`src/rtl/mcu_reset_gen.sv`:
```
module mcu_reset_gen #(
  parameter int unsigned DELAY   = 1920,
  parameter int unsigned AW      = 13,
  parameter logic [12:0] VEC_HI  = 13'h1FFE,
  parameter logic [7:0]  SP_INIT = 8'h7F,
  parameter int unsigned TCR_REQ = 7,
  parameter int unsigned TCR_MSK = 6
) (
  input  logic          clk,
  input  logic          por_i,
  input  logic          ext_rst_n_i,
  output logic          core_rst_o,
  output logic [7:0]    tcr_and_o,
  output logic [7:0]    tcr_or_o,
  output logic          ddr_clr_o,
  output logic          sp_load_o,
  output logic [7:0]    sp_init_o,
  output logic          imask_set_o,
  output logic          stop_clr_o,
  output logic          wait_clr_o,
  output logic          xirq_clr_o,
  output logic [AW-1:0] vec_hi_addr_o,
  output logic [AW-1:0] vec_lo_addr_o,
  output logic          vec_fetch_o
);
  localparam int unsigned CW = $clog2(DELAY + 1);
  localparam logic [7:0] TCR_AND_RST = ~(8'd1 << TCR_REQ);
  localparam logic [7:0] TCR_OR_RST  = 8'd1 << TCR_MSK;

  logic          pin_s1, pin_s2;
  logic [CW-1:0] cnt;
  logic          rst_q;
  logic          delay_done;

  assign delay_done = (cnt == CW'(DELAY));
  assign core_rst_o = ~delay_done | ~pin_s2;

  always_ff @(posedge clk or posedge por_i) begin
    if (por_i) begin
      pin_s1 <= 1'b0;
      pin_s2 <= 1'b0;
      cnt    <= '0;
      rst_q  <= 1'b1;
    end else begin
      pin_s1 <= ext_rst_n_i;
      pin_s2 <= pin_s1;
      if (!delay_done) cnt <= cnt + CW'(1);
      rst_q  <= core_rst_o;
    end
  end

  assign tcr_and_o   = core_rst_o ? TCR_AND_RST : 8'hFF;
  assign tcr_or_o    = core_rst_o ? TCR_OR_RST  : 8'h00;
  assign ddr_clr_o   = core_rst_o;
  assign sp_load_o   = core_rst_o;
  assign sp_init_o   = SP_INIT;
  assign imask_set_o = core_rst_o;
  assign stop_clr_o  = core_rst_o;
  assign wait_clr_o  = core_rst_o;
  assign xirq_clr_o  = core_rst_o;

  assign vec_hi_addr_o = AW'(VEC_HI);
  assign vec_lo_addr_o = AW'(VEC_HI) + AW'(1);
  assign vec_fetch_o   = rst_q & ~core_rst_o;
endmodule

```
`config.mk`:
```
export PLATFORM = sky130hd
export DESIGN_NAME = mcu_reset_gen
export DESIGN_NICKNAME = d
export VERILOG_FILES = /design/src/rtl/mcu_reset_gen.sv
export SDC_FILE = /design/constraint.sdc
export NUM_CORES = 1
export LEC_CHECK = 0
export ABC_AREA = 1
export BUFFER_PORTS_ARGS = -buffer_cell sky130_fd_sc_hd__buf_2
export CAP_MARGIN = 5
export CELL_PAD_IN_SITES_DETAIL_PLACEMENT = 1
export CELL_PAD_IN_SITES_GLOBAL_PLACEMENT = 1
export CORE_ASPECT_RATIO = 0.9
export CORE_MARGIN = 2
export CORE_UTILIZATION = 33
export CTS_CLUSTER_SIZE = 16
export DETAILED_ROUTE_END_ITERATION = 12
export PLACE_DENSITY_LB_ADDON = 0.1
export SYNTH_ARGS = -nofsm -noshare
export SYNTH_HDL_FRONTEND = slang
export SYNTH_SLANG_ARGS = --single-unit
```
`constraint.sdc`:
```
create_clock -name clk -period 2.5 [get_ports clk]
set_input_delay 0.125 -clock clk [delete_from_list [all_inputs] [get_ports clk]]
set_output_delay 0.125 -clock clk [all_outputs]
set_load 0.1 [all_outputs]
```
# Word-level counts from Yosys, hierarchy flattened

Index checks and enable logic that the tools add are counted.

Flip-flop bits (word level): 14
Bits of input ports: 3

Equality and inequality tests: 1
Add/subtract/negate cells: 1
Muxes and demuxes: 2
Bitwise logic cells: 5

Operator list:

| operator              | number |
|---|---|
| $add 11x1->11 const B | 1 |
| $eq 11x11->1 const B  | 1 |
| $mux 8                | 1 |
| $mux 7                | 1 |
| $not 1->1             | 3 |
| $and 1x1->1           | 1 |
| $or 1x1->1            | 1 |

# Depth between registers and ports, before layout

Gate-level depths: netlist of run 1.

Depth in word-level cells: 5
Depth in mapped cells: 8
Mapped depth without buffers: 8

# Worst setup path before layout of run 1

Ideal clock, no wire load.

Path kind: register to output
From: register cnt[0]
To: output port vec_fetch_o
Slack: -0.102 ns
Cell stages (with the launch flop): 9
Path buffers: 0
Arrival: 2.477 ns
Cell sequence: dfrtp_1 inv_1 ha_1 nand2_1 inv_1 nand2_1 inv_1 nand3_2 nor2_2

Cells in the longest elaborated chain, start to end: 5

RTL lines:

| item                     | line | source |
|---|---|---|
| start: declaration       | 31   | `logic [CW-1:0] cnt;` |
| start signal: assignment | 47   | `if (!delay_done) cnt <= cnt + CW'(1);` |
| $eq 11x11->1             | 35   | `assign delay_done = (cnt == CW'(DELAY));` |
| $not 1->1                | 36   | `assign core_rst_o = ~delay_done \| ~pin_s2;` |
| $or 1x1->1               | 36   |  |
| via core_rst_o           | 12   | `output logic core_rst_o,` |
| $not 1->1                | 64   | `assign vec_fetch_o = rst_q & ~core_rst_o;` |
| $and 1x1->1              | 64   |  |
| end: declaration         | 24   | `output logic vec_fetch_o` |

The timed path passes the listed nets, and every way through them passes these cells.

# Worst setup path in the final report of run 1

From: register cnt[0]
To: output port vec_fetch_o

Cells in the longest elaborated chain, start to end: 5

RTL lines:

| item         | line |
|---|---|
| $eq 11x11->1 | 35 |
| $not 1->1    | 36 |
| $or 1x1->1   | 36 |
| $not 1->1    | 64 |
| $and 1x1->1  | 64 |

Every way passes these cells.

==> results of run 1 <==
## area by class of cell
type | instances | area [sq um]
Multi-Input combinational cell | 106 | 513
Clock buffer | 4 | 55.1
Timing Repair Buffer | 14 | 80.1
Sequential cell | 14 | 352
Inverter | 17 | 63.8
Tap cell | 44 | 55.1
Fill cell | 449 | 2260
## per-stage QoR
step           setup slack (ns)  total power [uW]
4_1_cts                   0.365               777
2_1_floorplan            0.0432               606
6_report                  0.401               771
3_5_place_dp              0.649               551
3_3_place_gp              0.747               551
5_1_grt                   0.258               796
## final timing paths
check                              startpoint                 end
min in group asynchronous               por_i    pin_s1$_DFF_PP0_
min                          pin_s1$_DFF_PP0_    pin_s2$_DFF_PP0_
min reg2reg                  pin_s1$_DFF_PP0_    pin_s2$_DFF_PP0_
max in group asynchronous               por_i  cnt[3]$_DFFE_PP0P_
max reg2reg                cnt[0]$_DFFE_PP0P_     rst_q$_DFF_PP1_
max                        cnt[0]$_DFFE_PP0P_         vec_fetch_o
## power breakdown
part,switching (uW),internal [uW],total [uW],leakage [uW]
Combinational,318,3.22,322,0.000433
Clock,80.6,139,220,0.0000288
Sequential,0.598,228,229,0.000173
## kinds of logic (layout without fill, tap and decap cells)
| logic type | after synthesis | after routing | share of synthesized area |
|---|---|---|---|
| other | 2 | 48 | 0.00645 |
| AO/OA/AOI/OAI | 2 | 2 | 0.0129 |
| buffers and inverters | 72 | 35 | 0.410 |
| XOR/XNOR | 5 | 5 | 0.0376 |
| flip-flops | 14 | 14 | 0.302 |
| AND/OR/NAND/NOR | 49 | 49 | 0.210 |
| adder cells (fa/ha/maj) | 2 | 2 | 0.0215 |
## flip-flops by register name, summed over array words and instances, names as in the netlist
| register | flops |
|---|---|
| pin_s1 | 1 |
| rst_q | 1 |
| cnt | 11 |
| pin_s2 | 1 |
## per-layer routing
metal | up-vias | track usage
li1 | 351 | -
met4 | 0 | 0.0262
met5 | - | 0
met2 | 31 | 0.169
met1 | 327 | 0.120
met3 | 2 | 0.0390
## synth_stat cells (all sizes together)
cell type  instances  area share
buf               55        0.35
conb               2      0.0065
dfrtp             13        0.28
dfstp              1       0.023
ha                 2       0.022
inv               17       0.055
nand2             26       0.084
nand3              9       0.047
nand3b             3       0.019
nor2              11       0.059
o21bai             2       0.013
xnor2              1      0.0075
xor2               4       0.030
## worst max-delay path, cell delays in order (launching register included)
cell and delay, ns:
dfrtp_1 0.43, inv_1 0.09, ha_1 0.16, nand2_1 0.07, inv_1 0.06, nand2_1 0.08, inv_1 0.11, nand3_2 0.19
nor2_4 0.11, buf_2 0.43
==> run metrics, run 1 <==
HP Class reg2reg; Post-Syn Area roughly 0.0012 sq mm; Initial Utilization 0.344; VDD IR-drop max about 230 uV; Area growth syn-to-layout -3.87%; # DRC 0; WS Path Type reg2out; half-perimeter wire length after placement between 1 and 1.5 mm; antenna violations before repair 0; Final Skew 0.00303 ns; Max Cap Viol 0; sequential area share after synthesis 0.302; placed instance area around 0.0010 sq mm; Avg WL per Cell between 9 and 10 um; Core Region 0.00338 sq mm; antenna viol nets, final 0; WL final ~1.8 mm; final hold violation count 0; fraction of layout cells with a size suffix above 1 0.155; relative slew slack 0.614; top layer in use met4; fin crit period between 2 and 2.5 ns; placer congestion estimate 0.768; WP data required between 2 and 2.5 ns; largest net degree at the start of global routing 15; Die Area ~0.004 sq mm; via count 711; CTS sink count 14; Yosys warnings 0; #FFs+latches synth 14; total global-route track usage 0.0996; most frequent cells in the layout conb_1 (48), nand2_1 (26), inv_1 (17); TritonCTS clock tree built; CTS Buffer Depth 2; final setup TNS 0 ns; vias per std cell about 3.6; vias in the first global route approximately 670; Slew @ Worst Pin slightly below 0.6 ns; count of different cell masters after synthesis 16; Worst R2R Path Depth 7; Clock Pin Slew Worst Setup and Hold Paths 0.06 ns; CP endpoint kind primary output; CTS buffer count 3; most common cell after layout, fill and taps aside conb_1; DR iter-0 viols 12; Rows 20; post_cts resized 0; P_leak about 0.00063 uW; crit path launch type register; Final Max Tran Viols 0; RSZ-0062 raised after global routing no; r2r setup slk 1.19 ns; diodes inserted 0; Post-Layout Cell Count about 200; peak fanout along the critical path 11; Cells after Synth about 150; PD cells a little under 700 mW/mm^2; first-pass GRT wire length 2.95 mm; Clock Latency Late Sink ~0.24 ns; wire length on met2 between 800 and 900 um; Final setup viols 0; placed insts 193; Worst Hold Depth 0; synthesized area per cell approximately 8.0 sq um; final instance area between 0.001 and 0.0015 sq mm; WL met3 143 um; Critical Path AT around 2.0 ns; Clock Tree Root clkbuf_8; final hold slack 0.347 ns; final worst-path cycle share 0.839; FMAX about 480 MHz; status complete, no violations; die width 66.6 um; Setup Buffers After CTS 0; M1 wire length 788 um; end-of-flow core utilization 0.331; DR pass1 iterations 4; Ports between 60 and 70; Die H between 60 and 70 um; H-Tree Depth 1; post-cts hold buffer count 2; GR Overflow Total 0; Final Net Count 161; I/O Buffers 12
No activity file was read; power rests on OpenSTA's default activity.
==> run 2, diff against run 1 <==
- CORE_UTILIZATION: 33 -> 28
- clock period: 2.5 -> 1.87 ns (I/O delays scaled with it)
==> run metrics, run 2 (synthesized netlist as in run 1, its figures left out) <==
status complete, no violations; DR pass1 iterations 4 (unchanged); peak fanout along the critical path 5 (-6); fin crit period between 1.5 and 2 ns; WL final 2.02 mm (+9.7%); DR iter-0 viols 8 (-4); Core Region 0.00405 sq mm (+20%); TritonCTS clock tree built; VDD IR-drop max 270 uV (+17%); I/O Buffers 12 (unchanged); CTS buffer count 3 (unchanged); Rows 22 (+10%); H-Tree Depth 1 (unchanged); first-pass GRT wire length 2.90 mm (-1.6%); final hold violation count 0 (unchanged); crit path launch type register; placed instance area 0.00109 sq mm (+4.9%); half-perimeter wire length after placement 1.48 mm (+2.4%); Worst R2R Path Depth 7 (unchanged); Clock Latency Late Sink 0.25 ns (about the same); final instance area 0.00123 sq mm (+10%); Critical Path AT 1.69 ns (-0.28 ns); Worst setup endpoint core_rst_o; CTS sink count 14 (unchanged); # DRC 0 (unchanged); end-of-flow core utilization 0.304 (-0.0272); FF-to-FF End cnt[10]$_DFFE_PP0P_; diodes inserted 0 (unchanged); crit path launch cnt[0]$_DFFE_PP0P_; Final Max Tran Viols 0 (unchanged); Initial Utilization 0.288 (-0.0569); number of flip-flops in the largest register 11 (unchanged); final setup TNS 0 ns (unchanged); CP endpoint kind primary output; most common cell after layout, fill and taps aside conb_1; WP data required 1.78 ns (-0.60 ns); Die H 65.2 um (+8.0%); Ports 61 (unchanged); Die Area 0.00469 sq mm (+17%); Avg WL per Cell 9.71 um (+4.9%); vias in the first global route 644 (-4.2%); placer congestion estimate 0.827 (+7.7%); FMAX around 560 MHz; GR Overflow Total 0 (unchanged); setup ws final 0.0843 ns (-0.317 ns); relative slew slack 0.608 (-0.00591); RSZ-0062 raised after global routing yes; CTS Buffer Depth 2 (unchanged); P_leak 0.000661 uW (+4.1%); die width 72.0 um (+8.0%); antenna viol nets, final 0 (unchanged); Clock Tree Root clkbuf_8; HP Class reg2reg; register with the highest flop count cnt; vias per std cell 3.59 (+0.52%); PD cells 850 mW/mm^2 (+23%); antenna violations before repair 0 (unchanged); total global-route track usage 0.0817 (-0.0179); WS Path Type reg2out; Area growth syn-to-layout 5.70%; Final setup viols 0 (unchanged); RR Startpoint cnt[0]$_DFFE_PP0P_; r2r setup slk 0.54 ns (-0.65 ns); final worst-path cycle share 0.955; Clock Pin Slew Worst Setup and Hold Paths 0.06 ns (about the same); most frequent cells in the layout conb_1 (48), nand2_1 (25), inv_1 (15); Final Skew 0.00290 ns (-0.000138 ns); fraction of layout cells with a size suffix above 1 0.206 (+0.0514); pre-CTS WS 0.277 ns (-0.372 ns); Slew @ Worst Pin 0.587 ns (+0.00886 ns); via count 747 (+5.1%); Max Cap Viol 0 (unchanged); Final Net Count 166 (+3.1%); largest net degree at the start of global routing 15 (unchanged)
==> run 2: layer usage <==
metal	part of all wire	vias up	GRT usage	wire length [um]
met5	0	-	0	0
met4	0.015	0	0.0425	31
met3	0.061	5	0.0184	123
met2	0.50	34	0.140	1010
met1	0.42	346	0.0951	850
li1	-	362	-	-
==> run 2: cell type report <==
class                           count  area, sq um
Fill cell                         504         2820
Tap cell                           48         60.1
Clock buffer                        4         55.1
Multi-Input combinational cell    107          536
Timing Repair Buffer               18          160
Inverter                           17         67.6
Sequential cell                    14          352
==> run 2: how the worst min path moves through the flow <==
stage                               endpoint  depth (start not counted)              from
after floorplan           cnt[0]$_DFFE_PP0P_                          1             por_i
after global placement      pin_s1$_DFF_PP0_                          2             por_i
after detailed placement    pin_s1$_DFF_PP0_                          2             por_i
after CTS                   pin_s2$_DFF_PP0_                          0  pin_s1$_DFF_PP0_
after global routing        pin_s2$_DFF_PP0_                          0  pin_s1$_DFF_PP0_
final                       pin_s2$_DFF_PP0_                          0  pin_s1$_DFF_PP0_
==> run 2: worst max-delay path: stages, from the launching register on <==
cell	delay [ns]
dfrtp_1	0.42
inv_1	0.09
ha_2	0.17
nand2_1	0.05
inv_1	0.07
nand2_2	0.07
inv_2	0.11
nand3_2	0.15
clkbuf_4	0.32
==> run 2: what timing repair did <==
action / CTS / global route
endpoints found under the hold margin: 14 / 0
resized for setup: 1 / 7
hold buffers: 2 / 0
pin swaps: 0 / 0
cloned: 0 / 1
setup buffers: 0 / 4
setup endpoints to repair: 1 / 9
==> run 2: report_power, final <==
part / total, uW / switching [uW] / leakage [uW] / internal (uW)
logic: 430 / 426 / 0.000459 / 4.27
registers: 307 / 1.95 / 0.000173 / 305
clock network: 309 / 122 / 0.0000288 / 187
==> run 2: per-stage QoR <==
step,std cells,hold slack [ns],total power (uW)
2_1_floorplan,192,-0.0180,811
3_3_place_gp,197,0.190,737
3_5_place_dp,197,0.196,737
4_1_cts,203,0.358,1050
5_1_grt,208,0.358,1080
6_report,208,0.354,1050
==> run 3, diff against run 2 <==
- ABC_AREA: 1 -> default
- CTS_CLUSTER_SIZE: 16 -> 40
==> run metrics, run 3 <==
Avg WL per Cell 9.82 um (+1.2%); P_leak 0.000602 uW (-8.9%); # DRC 0 (unchanged); Core Region 0.00365 sq mm (-9.7%); PD cells 875 mW/mm^2 (+2.9%); register with the highest flop count cnt; #FFs+latches synth 14 (unchanged); fin crit period 1.84 ns (+0.0538 ns); CTS buffer count 3 (unchanged); WL final 1.70 mm (-16%); Post-Synth Adder-Cell Area 0.0237 (+0.00222); crit-path most repeated cell buf_6; Die H 62.2 um (-4.5%); first-pass GRT wire length 2.46 mm (-15%); number of flip-flops in the largest register 11 (unchanged); count of different cell masters after synthesis 23 (+7); Die Area 0.00427 sq mm (-8.8%); Worst path top cell family by delay simple AND/OR/NAND/NOR gates; vias in the first global route 525 (-18%); post-synthesis simple-gate area fraction 0.128 (-0.0816); storage element area 353 sq um (+0.36%); mux contribution to synthesized area 0.0142 (+0.0142); Rows 21 (-4.5%); final hold slack 0.349 ns (-0.00493 ns); Post-synth EDFFs 0 (unchanged); Max Cap Viol 0 (unchanged); fraction of layout cells with a size suffix above 1 0.276 (+0.0693); final setup TNS 0 ns (unchanged); crit path launch type register; I/O Buffers 12 (unchanged); slowest CP cell dfrtp_1; CTS Buffer Depth 2 (unchanged); Slew @ Worst Pin 0.576 ns (-0.0108 ns); largest family of logic cells by synthesized area buffers and inverters; Async S/R FF share, synth 1.00 (unchanged); ys flop type dfrtp_1; largest area contributor in the netlist buf_4; Commonest cells post-synth buf_4 (55), dfrtp_1 (13), xnor2_1 (6); CTS sink count 14 (unchanged); antenna viol nets, final 0 (unchanged); count leader, synth buf_4; via count 608 (-19%); max incr delay on CP 0.42 ns (about the same); largest cells by area after synthesis buf_4 (39%), dfrtp_1 (31%), xnor2_1 (5.0%); end-of-flow core utilization 0.323 (+0.0188); Final Skew 0.00114 ns (-0.00176 ns); H-Tree Depth 1 (unchanged); vias per std cell 3.51 (-2.1%); Synth Area in Compound Gates 0.0130 (+0.000145); Clock Tree Root clkbuf_8; DR iter-0 viols 16 (+8); TritonCTS clock tree built; status complete, no violations; WP data required 1.78 ns (about the same); VDD IR-drop max 247 uV (-8.6%); XOR/XNOR Fraction of Synth Area 0.0747 (+0.0371); final hold violation count 0 (unchanged); WS Path Type reg2out; placed instance area 973 sq um (-11%); Ports 61 (unchanged); antenna violations before repair 0 (unchanged); Multi-input gate area 467 sq um (-13%); Final Net Count 133 (-20%); half-perimeter wire length after placement 1.20 mm (-18%); peak fanout along the critical path 5 (unchanged); Clock Pin Slew Worst Setup and Hold Paths 0.06 ns (about the same); final worst-path cycle share 0.984 (+0.0288); Final Max Tran Viols 0 (unchanged); HP Class reg2reg; diodes inserted 0 (unchanged); final instance area 0.00118 sq mm (-4.2%); total global-route track usage 0.0785 (-0.00325); die width 68.7 um (-4.5%); Pwr Total 1030 uW (-1.4%); r2r setup slk 0.06 ns (-0.48 ns); Cells after Synth 109 (-25%); Clock Latency Late Sink 0.25 ns (about the same); synthesized area per cell 9.68 sq um (+21%); FMAX 544 MHz (-2.9%); Initial Utilization 0.289 (+0.00123); filler instances 447 (-11%); RSZ-0062 raised after global routing yes; most common cell after layout, fill and taps aside conb_1; most frequent cells in the layout conb_1 (48), dfrtp_1 (12), buf_6 (9); WP buf/inv 2 (-2); Area growth syn-to-layout 11.7%; Synth top area share 0.391 (+0.0366); Final setup viols 0 (unchanged); Yosys warnings 0 (unchanged); Cell Chain, Critical Path or3_4, nor3_4, buf_6, nand2_4, buf_6; CP endpoint kind primary output; Post-Syn Area 0.00105 sq mm (-9.4%); sequential area share after synthesis 0.333 (+0.0312); placer congestion estimate 0.761 (-8.0%); Critical Path AT 1.75 ns (+0.06 ns); GR Overflow Total 0 (unchanged); relative slew slack 0.615 (+0.00719); DR pass1 iterations 3 (-1); largest net degree at the start of global routing 15 (unchanged)
[run 3: path summary, 6_finish.rpt]
path | startpoint | to | cells past startpoint
setup reg to reg | cnt[4]$_DFFE_PP0P_ | cnt[1]$_DFFE_PP0P_ | 6
hold reg to reg | pin_s1$_DFF_PP0_ | pin_s2$_DFF_PP0_ | 0
setup / recovery | cnt[4]$_DFFE_PP0P_ | imask_set_o | 5
hold / removal | pin_s1$_DFF_PP0_ | pin_s2$_DFF_PP0_ | 0
min in group asynchronous | por_i | pin_s1$_DFF_PP0_ | 3
max in group asynchronous | por_i | cnt[3]$_DFFE_PP0P_ | 3
[run 3: power by group]
| group | internal, uW | switching, uW | leakage [uW] |
|---|---|---|---|
| combinational | 4.32 | 426 | 0.000402 |
| sequential | 305 | 2.19 | 0.000171 |
| clock | 187 | 107 | 0.0000288 |
| total | 496 | 535 | 0.000602 |
[run 3: cell type report]
cell class / count / share of cell area
clock buffer: 4 / 0.0467
inverter: 4 / 0.0127
multi-input combinational: 83 / 0.396
sequential: 14 / 0.299
tap: 46 / 0.0488
timing repair buffer: 22 / 0.196
[run 3: layer usage]
metal,global-route usage,routed length [um]
met1,0.0967,701
met2,0.113,798
met3,0.0272,162
met4,0.0515,36
met5,0,0
[run 3: timing repair]
item / 4_1_cts / 5_1_grt
hold buffers: 2 / 0
hold endpoints to repair: 14 / 0
gates resized for setup: 8 / 14
gates cloned: 0 / 1
setup buffers: 1 / 6
pin swaps: 1 / 4
setup endpoints to repair: 10 / 10
[run 3: kinds of logic (layout without fill, tap and decap cells)]
kind of cell             after synthesis  after routing
flip-flops                            14             14
buffers and inverters                 59             30
multiplexers                           1              1
AND/OR/NAND/NOR                       20             21
AO/OA/AOI/OAI                          2              2
XOR/XNOR                               9              9
adder cells (fa/ha/maj)                2              2
other                                  2             48
[run 3: stage by stage]
stage,std cells,setup slack (ns)
after floorplan,155,-0.116
after global placement,159,0.195
after detailed placement,159,0.148
after CTS,166,0.00668
after global routing,173,-0.0490
final,173,0.0306
